`config.mk`:
```
export PLATFORM = sky130hd
export DESIGN_NAME = paged_xlate
export DESIGN_NICKNAME = d
export VERILOG_FILES = /design/src/rtl/pgx_pkg.sv /design/src/rtl/pgx_table.sv /design/src/rtl/pgx_decide.sv /design/src/rtl/paged_xlate.sv
export SDC_FILE = /design/constraint.sdc
export NUM_CORES = 1
export LEC_CHECK = 0
export BUFFER_PORTS_ARGS = -buffer_cell sky130_fd_sc_hd__buf_2
export CORE_ASPECT_RATIO = 1.5
export CORE_UTILIZATION = 40
export CTS_BUF_LIST = sky130_fd_sc_hd__clkbuf_4
export DETAILED_ROUTE_END_ITERATION = 7
export PLACE_DENSITY = 0.69
export SLEW_MARGIN = 20
export SYNTH_ARGS = -nofsm -noshare
export SYNTH_HDL_FRONTEND = slang
export SYNTH_SLANG_ARGS = --single-unit
```
`constraint.sdc`:
```
create_clock -name clk -period 3.5 [get_ports clk]
set_input_delay 0.175 -clock clk [delete_from_list [all_inputs] [get_ports clk]]
set_output_delay 0.175 -clock clk [all_outputs]
set_load 0.02 [all_outputs]
```
`src/rtl/pgx_pkg.sv`:
```
// Shared widths and the page-table entry layout for the paged translator.
// Assumes: a single-level table indexed directly by the virtual page number.
package pgx_pkg;
    localparam int VA_W  = 16;
    localparam int OFF_W = 12;
    localparam int PFN_W = 3;
    localparam int VPN_W = VA_W - OFF_W;
    localparam int PA_W  = PFN_W + OFF_W;
    localparam int PAGES = 1 << VPN_W;

    // Entry layout, MSB first; software depends on these bit positions.
    typedef struct packed {
        logic             modified;
        logic             referenced;
        logic             nocache;
        logic             wr_ok;
        logic             rd_ok;
        logic             present;
        logic [PFN_W-1:0] pfn;
    } pte_t;

    localparam int PTE_W = $bits(pte_t);
endpackage

```
`src/rtl/pgx_table.sv`:
```
// Page-table register file: one write port for software, one lookup port
// for translation, one read-back port, and a status update port that sets
// the referenced/modified bits. A software write to an entry beats a status
// update to that same entry in the same cycle.
module pgx_table
    import pgx_pkg::*;
(
    input  logic             clk,
    input  logic             rst_n,
    input  logic             we,
    input  logic [VPN_W-1:0] widx,
    input  pte_t             wdata,
    input  logic             upd_en,
    input  logic [VPN_W-1:0] upd_idx,
    input  logic             upd_mod,
    input  logic [VPN_W-1:0] look_idx,
    output pte_t             look_pte,
    input  logic [VPN_W-1:0] rd_idx,
    output pte_t             rd_pte
);
    pte_t tbl [PAGES];

    // Hold entries: reset clears, software writes win, then status updates.
    always_ff @(posedge clk) begin
        if (!rst_n) begin
            for (int i = 0; i < PAGES; i++) tbl[i] <= '0;
        end else begin
            for (int i = 0; i < PAGES; i++) begin
                if (we && widx == VPN_W'(i)) begin
                    tbl[i] <= wdata;
                end else if (upd_en && upd_idx == VPN_W'(i)) begin
                    tbl[i].referenced <= 1'b1;
                    if (upd_mod) tbl[i].modified <= 1'b1;
                end
            end
        end
    end

    // Combinational read ports.
    assign look_pte = tbl[look_idx];
    assign rd_pte   = tbl[rd_idx];

    assert_ref_set_R6: assert property (@(posedge clk) disable iff (!rst_n)
        (upd_en && !(we && widx == upd_idx)) |=> tbl[$past(upd_idx)].referenced);

    assert_mod_set_R6: assert property (@(posedge clk) disable iff (!rst_n)
        (upd_en && upd_mod && !(we && widx == upd_idx)) |=> tbl[$past(upd_idx)].modified);

    assert_write_lands_R9: assert property (@(posedge clk) disable iff (!rst_n)
        we |=> tbl[$past(widx)] == $past(wdata));
endmodule

```
`src/rtl/pgx_decide.sv`:
```
// Translation decision for one access: checks presence first, then the
// permission matching the access kind, and forms the physical address.
// Assumes: the entry is the one selected by the request's page number.
module pgx_decide
    import pgx_pkg::*;
(
    input  pte_t             pte,
    input  logic [OFF_W-1:0] offset,
    input  logic             is_write,
    output logic             hit,
    output logic             absent,
    output logic             prot,
    output logic [PA_W-1:0]  paddr,
    output logic             nocache
);
    logic allowed;

    // Pick the permission bit for this access kind.
    always_comb allowed = is_write ? pte.wr_ok : pte.rd_ok;

    // Classify the access and form the outputs; faults zero the address.
    always_comb begin
        absent  = !pte.present;
        prot    = pte.present && !allowed;
        hit     = pte.present && allowed;
        paddr   = hit ? {pte.pfn, offset} : '0;
        nocache = hit && pte.nocache;
    end
endmodule

```
`src/rtl/paged_xlate.sv`:
```
// Top of the paged translator: splits the request address, looks up the
// entry, registers one response per accepted request under valid/ready, and
// sends status updates for successful accesses back to the table.
// Assumes: a response stays in place until taken; one request in flight.
module paged_xlate
    import pgx_pkg::*;
(
    input  logic             clk,
    input  logic             rst_n,
    input  logic             req_valid,
    output logic             req_ready,
    input  logic [VA_W-1:0]  req_addr,
    input  logic             req_write,
    output logic             rsp_valid,
    input  logic             rsp_ready,
    output logic [PA_W-1:0]  rsp_paddr,
    output logic             rsp_nocache,
    output logic             rsp_absent,
    output logic             rsp_prot,
    input  logic             tbl_we,
    input  logic [VPN_W-1:0] tbl_widx,
    input  logic [PTE_W-1:0] tbl_wdata,
    input  logic [VPN_W-1:0] tbl_ridx,
    output logic [PTE_W-1:0] tbl_rdata
);
    logic [VPN_W-1:0] vpn;
    logic [OFF_W-1:0] offset;
    logic             accept;
    pte_t             look_pte;
    pte_t             rd_pte;
    logic             hit_c, absent_c, prot_c, nocache_c;
    logic [PA_W-1:0]  paddr_c;

    // Address split and handshake.
    assign vpn       = req_addr[VA_W-1:OFF_W];
    assign offset    = req_addr[OFF_W-1:0];
    assign req_ready = !rsp_valid || rsp_ready;
    assign accept    = req_valid && req_ready;
    assign tbl_rdata = rd_pte;

    pgx_table u_table (
        .clk      (clk),
        .rst_n    (rst_n),
        .we       (tbl_we),
        .widx     (tbl_widx),
        .wdata    (pte_t'(tbl_wdata)),
        .upd_en   (accept && hit_c),
        .upd_idx  (vpn),
        .upd_mod  (req_write),
        .look_idx (vpn),
        .look_pte (look_pte),
        .rd_idx   (tbl_ridx),
        .rd_pte   (rd_pte)
    );

    pgx_decide u_decide (
        .pte      (look_pte),
        .offset   (offset),
        .is_write (req_write),
        .hit      (hit_c),
        .absent   (absent_c),
        .prot     (prot_c),
        .paddr    (paddr_c),
        .nocache  (nocache_c)
    );

    // Response register: load on accept, drop valid once taken.
    always_ff @(posedge clk) begin
        if (!rst_n) begin
            rsp_valid   <= 1'b0;
            rsp_paddr   <= '0;
            rsp_nocache <= 1'b0;
            rsp_absent  <= 1'b0;
            rsp_prot    <= 1'b0;
        end else if (accept) begin
            rsp_valid   <= 1'b1;
            rsp_paddr   <= paddr_c;
            rsp_nocache <= nocache_c;
            rsp_absent  <= absent_c;
            rsp_prot    <= prot_c;
        end else if (rsp_ready) begin
            rsp_valid   <= 1'b0;
        end
    end

    assert_one_fault_R3: assert property (@(posedge clk) disable iff (!rst_n)
        rsp_valid |-> !(rsp_absent && rsp_prot));

    assert_fault_zero_R4: assert property (@(posedge clk) disable iff (!rst_n)
        (rsp_valid && (rsp_absent || rsp_prot)) |-> (rsp_paddr == '0 && !rsp_nocache));

    assert_offset_kept_R2: assert property (@(posedge clk) disable iff (!rst_n)
        (rsp_valid && $past(accept) && !rsp_absent && !rsp_prot)
            |-> rsp_paddr[OFF_W-1:0] == $past(req_addr[OFF_W-1:0]));

    assert_stall_hold_R8: assert property (@(posedge clk) disable iff (!rst_n)
        (rsp_valid && !rsp_ready) |=> (rsp_valid && $stable(rsp_paddr)
            && $stable(rsp_absent) && $stable(rsp_prot) && $stable(rsp_nocache)));
endmodule

```
* Word-level counts from Yosys, hierarchy flattened
Memories as Yosys holds them, arrays and structs flattened. Index checks and enable logic that the tools add are counted.
Word-level totals: input bits 39, memories kept 1, logic and storage cells 358, register bits after elaboration 19, output and inout port bits 29, memory bits (writable) 144
Cells by class: bitwise logic cells 48, muxes and demuxes 230, reduce and logical (&&, ||, !) cells 44, eq/ne operators 30
Memories:
- u_table.tbl | words 16, width 9, read ports 2, clocked after memory_dff 0, write ports 16, line pgx_table.sv:21 | pte_t tbl [PAGES];
Operators by type and width (count):
- $mux W1 | 213
- $mux W9 | 16
- $eq A4 B4 Y1 const B | 16
- $or A1 B1 Y1 | 48
- $logic_and A1 B1 Y1 | 37
- $eq A4 B3 Y1 const B | 8
- $eq A4 B2 Y1 const B | 4
- $mux W15 | 1
- $eq A4 B1 Y1 const B | 2
- $logic_not A4 Y1 | 2
- $logic_not A1 Y1 | 3
- $reduce_bool A2 Y1 | 1
- $logic_or A1 B1 Y1 | 1

* Depth between registers and ports, before layout
word-level depth 10, mapped depth 10, gate-level depth less buffers 6

* Cells and area by module
Synthesis repeated with hierarchy kept, for this count alone.
Unflattened totals: cells, all modules 726, area total of the unflattened synthesis 8978.6 um^2
Modules (own cells, without submodules):
- pgx_table | times used 1, seq. area each 4324.1 um^2, area an instance 8030.2 um^2, cells each 620
- paged_xlate | times used 1, seq. area each 380.4 um^2, area an instance 794.5 um^2, cells each 84
- pgx_decide | times used 1, seq. area each 0.0 um^2, area an instance 153.9 um^2, cells each 22

* Least setup slack after synthesis
No wires, ideal clock.
kind input -> output, start point in tbl_ridx[0], end point out tbl_rdata[0], arrival 1989 ps, buffers on the path 2, data required time 3325 ps, stages 4, path slack 1336 ps, cells stage by stage clkbuf_1 > buf_2 > mux4_2 > mux4_2
On the way: longest elaborated chain between the ends 1
Ends and longest elaborated chain:
- start, declared | line paged_xlate.sv:23 | input logic [VPN_W-1:0] tbl_ridx,
- $mem_v2 Z16 W9
- end, declared | line paged_xlate.sv:24 | output logic [PTE_W-1:0] tbl_rdata
No other way between the ends.

==> metrics.md <==
| Metric | Value |
|---|---|
| Endpoint of the most critical register-to-register path | `u_table.tbl[15][7]$_DFFE_PP_` |
| Total stage count of the critical path | `6` |
| Number of nets with antenna violations after detailed routing | `0` |
| Global-route wire length before repair | `36200 um` |
| Area Growth Syn to Fin | `11.4%` |
| Resized cells post-CTS | `0` |
| Site Rows | `65` |
| Leak | `3.30 nW` |
| Critical setup path kind | `reg2reg` |
| CTS H-Tree Depth | `4` |
| Vias after detailed routing | `6267` |
| Final worst-path cycle share | `0.746` |
| Termination of the worst setup path | `u_table.tbl[15][7]$_DFFE_PP_` |
| Maximum buffer depth of the clock tree | `2` |
| Hold Buf Count CTS | `14` |
| Count of distinct cell types in the synthesized netlist | `48` |
| Highest clock frequency the design can meet | `383 MHz` |
| Origin of the critical flop-to-flop path | `u_table.tbl[6][5]$_SDFFCE_PN0P_` |
| Startpoint class of the critical path | `register` |
| Number of warnings reported in the yosys synthesis log | `0` |
| Total congestion overflow | `0` |
| Number of buffer cells added on primary ports | `67` |
| Path class of the lowest-slack min-delay path | `in2reg` |
| Number of buffers inserted by post-CTS setup repair | `0` |
| Vertical die dimension | `182 um` |
| Worst path arrival time | `2.91 ns` |
| Worst setup path start | `u_table.tbl[6][5]$_SDFFCE_PN0P_` |
| TritonCTS Sinks | `163` |
| Hpwl dp | `16900 um` |
| Share of cells above drive strength 1 | `0.266` |
| Area of the mapped netlist | `8670 um2` |
| Fin crit period | `2.61 ns` |
| Overall power after layout | `4.22 mW` |
| Iteration-0 DRC Markers | `798` |
| Number of remaining DRC errors | `0` |
| Global Route Usage Sum | `0.227` |
| Global placer's final weighted congestion | `0.895` |
| Via count of the first global-routing pass | `6151` |
| Final-layout worst hold slack | `0.0741 ns` |
| Max-capacitance violation count | `0` |
| Register-to-Register Setup Slack | `0.89 ns` |
| Max IR drop VDD | `0.203 mV` |
| Final Hold Violating Endpoints | `0` |
| DR WL/cell | `24.5 um` |
| Total wirelength of the detailed-routed design | `24500 um` |
| Start point of the worst min-delay path | `tbl_wdata[7]` |
| Chip Width | `122 um` |
| Die footprint | `22300 um2` |
| Final TNS setup | `0 ns` |
| Number of enable flip-flop cells after synthesis | `144` |
| Relative slew margins | `0.396` |
| Clock root cell | `sky130_fd_sc_hd__clkbuf_4` |
| Nature of the critical path endpoint | `register` |
| Per-cell via count in the routed design | `6.25` |
| Synthesized Nets | `702` |
| First-pass detailed-route iteration total | `6` |
| Post-synthesis sequential element count | `163` |
| Boundary Pins | `68` |
| Setup-violating endpoint count in the final report | `0` |
| Slew @ Worst Pin | `0.906 ns` |
| Worst path bufs/invs | `0` |
| Top Family by Delay on Critical Path | `compound AO/OA/AOI/OAI gates` |
| Required time of the critical path | `3.80 ns` |
| Insertion delay to the later sink of the worst-skew pair | `0.60 ns` |
| Max-slew violation total from the final report | `0` |
| Clock tree from TritonCTS | `built` |
| Average footprint of a synthesized cell | `13.1 um2` |
| Cells after synthesis | `663` |
| Max Fanout on Critical Path | `20` |
| Number of antenna violations at the first check in global routing | `1` |
| Asr flop ratio synth | `0` |
| Worst-case reg-to-reg path depth | `6` |
| Number of clock buffers inserted by TritonCTS | `17` |
| Smallest setup slack after layout | `0.889 ns` |
| Fin nets | `759` |
| Cell Pwr Density | `436 nW/um2` |
| Result of the run | `finished clean` |
| Worst clock skew | `0.0191 ns` |
| Clock slew seen by the registers of the worst setup and hold paths | `0.14 ns` |
| Post-placement setup slack | `0.553 ns` |
| Core area | `21100 um2` |
| Critical Path Slowest Stage Cell | `sky130_fd_sc_hd__a41oi_4` |
| Post-synthesis sequential area ratio | `0.542` |
| Worst-path cell chain | `mux4_2 > nor3b_1 > nor4_2 > a41oi_4 > nand3_2 > o21ai_0` |
| Setup repair after global routing missed its margin | `no` |
| Initial core utilization | `0.410` |
| Ys flop type | `sky130_fd_sc_hd__edfxtp_1` |
| Longest individual stage delay on the worst path | `0.64 ns` |
| Pin count of the biggest net entering global routing | `45` |
-- power by group --
part,switching [mW],internal [mW]
registers,0.0582,2.24
logic,0.419,0.279
clock network,0.713,0.504
total,1.19,3.03
-- cells by family (layout without fill, tap and decap cells) --
group / Yosys count / after routing / share of synthesized area
other cells: 0 / 1 / 0
compound gates: 105 / 105 / 0.0991
simple gates: 242 / 242 / 0.132
mux: 79 / 79 / 0.188
buf+inv: 74 / 144 / 0.0378
flops: 163 / 163 / 0.542
-- worst min-delay path by stage --
stage	end	slack, ns	cells after the start
4_1_cts	u_table.tbl[8][7]$_SDFFCE_PN0P_	0.04	3
5_1_grt	u_table.tbl[9][7]$_DFFE_PP_	0.08	3
2_1_floorplan	rsp_paddr[0]$_SDFFE_PN0P_	0.37	2
6_report	u_table.tbl[8][7]$_SDFFCE_PN0P_	0.07	3
3_5_place_dp	rsp_prot$_SDFFE_PN0P_	0.45	2
3_3_place_gp	rsp_prot$_SDFFE_PN0P_	0.44	2
-- per-layer routing --
layer,part of all wire,global-route usage,vias to the layer above
li1,-,-,2693
met5,0,0,-
met3,0.087,0.0491,75
met4,0.051,0.141,0
met1,0.36,0.269,3110
met2,0.50,0.370,389
-- stage by stage --
stage                     instances  area, um2   util
after detailed placement        955       9210  0.436
final                          1002       9660  0.457
after CTS                      1001       9660  0.457
after global routing           1002       9660  0.457
after floorplan                 663       8670      -
after global placement          955       9210  0.436
-- synthesized netlist by cell type, types with 3 or more instances --
cell type	number	area, um2
sky130_fd_sc_hd__a21boi_0	12	90.1
sky130_fd_sc_hd__a22oi_1	10	75.1
sky130_fd_sc_hd__a32oi_1	26	228
sky130_fd_sc_hd__and3_1	3	18.8
sky130_fd_sc_hd__buf_1	7	26.3
sky130_fd_sc_hd__buf_2	16	80.1
sky130_fd_sc_hd__buf_4	4	30.0
sky130_fd_sc_hd__clkbuf_1	28	105
sky130_fd_sc_hd__dfxtp_1	19	380
sky130_fd_sc_hd__edfxtp_1	144	4320
sky130_fd_sc_hd__inv_1	17	63.8
sky130_fd_sc_hd__mux2_2	3	33.8
sky130_fd_sc_hd__mux2i_1	9	90.1
sky130_fd_sc_hd__mux4_2	67	1510
sky130_fd_sc_hd__nand2_1	60	225
sky130_fd_sc_hd__nand2b_1	4	25.0
sky130_fd_sc_hd__nand3_1	7	35.0
sky130_fd_sc_hd__nand3_2	3	30.0
sky130_fd_sc_hd__nand3b_1	3	22.5
sky130_fd_sc_hd__nand4_1	13	81.3
sky130_fd_sc_hd__nor2_1	93	349
sky130_fd_sc_hd__nor2b_1	30	188
sky130_fd_sc_hd__nor3_1	13	65.1
sky130_fd_sc_hd__nor4_1	4	25.0
sky130_fd_sc_hd__o21ai_0	5	25.0
sky130_fd_sc_hd__o21ai_1	6	30.0
sky130_fd_sc_hd__o21bai_1	24	180
sky130_fd_sc_hd__o31ai_1	9	67.6
-- tightest hold or removal path, cell delays in order --
cell and delay (ns):
sky130_fd_sc_hd__buf_2 0.19, sky130_fd_sc_hd__nand2_1 0.08, sky130_fd_sc_hd__a21boi_0 0.07
-- placed cells by master (no fill, tap or decap), types with 5 or more instances in the layout --
cell type,instances
sky130_fd_sc_hd__o21bai_1,24
sky130_fd_sc_hd__a22oi_1,10
sky130_fd_sc_hd__edfxtp_1,144
sky130_fd_sc_hd__nand3_1,7
sky130_fd_sc_hd__buf_2,67
sky130_fd_sc_hd__mux2i_1,9
sky130_fd_sc_hd__mux4_2,67
sky130_fd_sc_hd__nand4_1,13
sky130_fd_sc_hd__dfxtp_1,19
sky130_fd_sc_hd__o21ai_0,5
sky130_fd_sc_hd__inv_1,17
sky130_fd_sc_hd__nor2b_1,30
sky130_fd_sc_hd__nand2_1,60
sky130_fd_sc_hd__o21ai_1,6
sky130_fd_sc_hd__nor3_1,13
sky130_fd_sc_hd__o31ai_1,9
sky130_fd_sc_hd__a32oi_1,26
sky130_fd_sc_hd__nor2_1,93
sky130_fd_sc_hd__a21boi_0,12
sky130_fd_sc_hd__clkinv_2,5
sky130_fd_sc_hd__dlygate4sd3_1,14
sky130_fd_sc_hd__clkbuf_4,17
sky130_fd_sc_hd__buf_4,12
-- area by class of cell --
class / count / area (um2)
fill: 1907 / 11500
inverter: 17 / 63.8
sequential: 163 / 4700
clock buffer: 17 / 128
tap: 268 / 335
timing repair buffer: 95 / 606
antenna: 1 / 2.50
clock inverter: 15 / 180
multi-input combinational: 426 / 3640
-- registers in the layout, indices dropped and copies added (netlist names) --
register     cells
rsp_absent       1
rsp_prot         1
rsp_paddr       15
rsp_nocache      1
rsp_valid        1
u_table.tbl    144
Note: power is estimated with default switching activity, not from simulation.
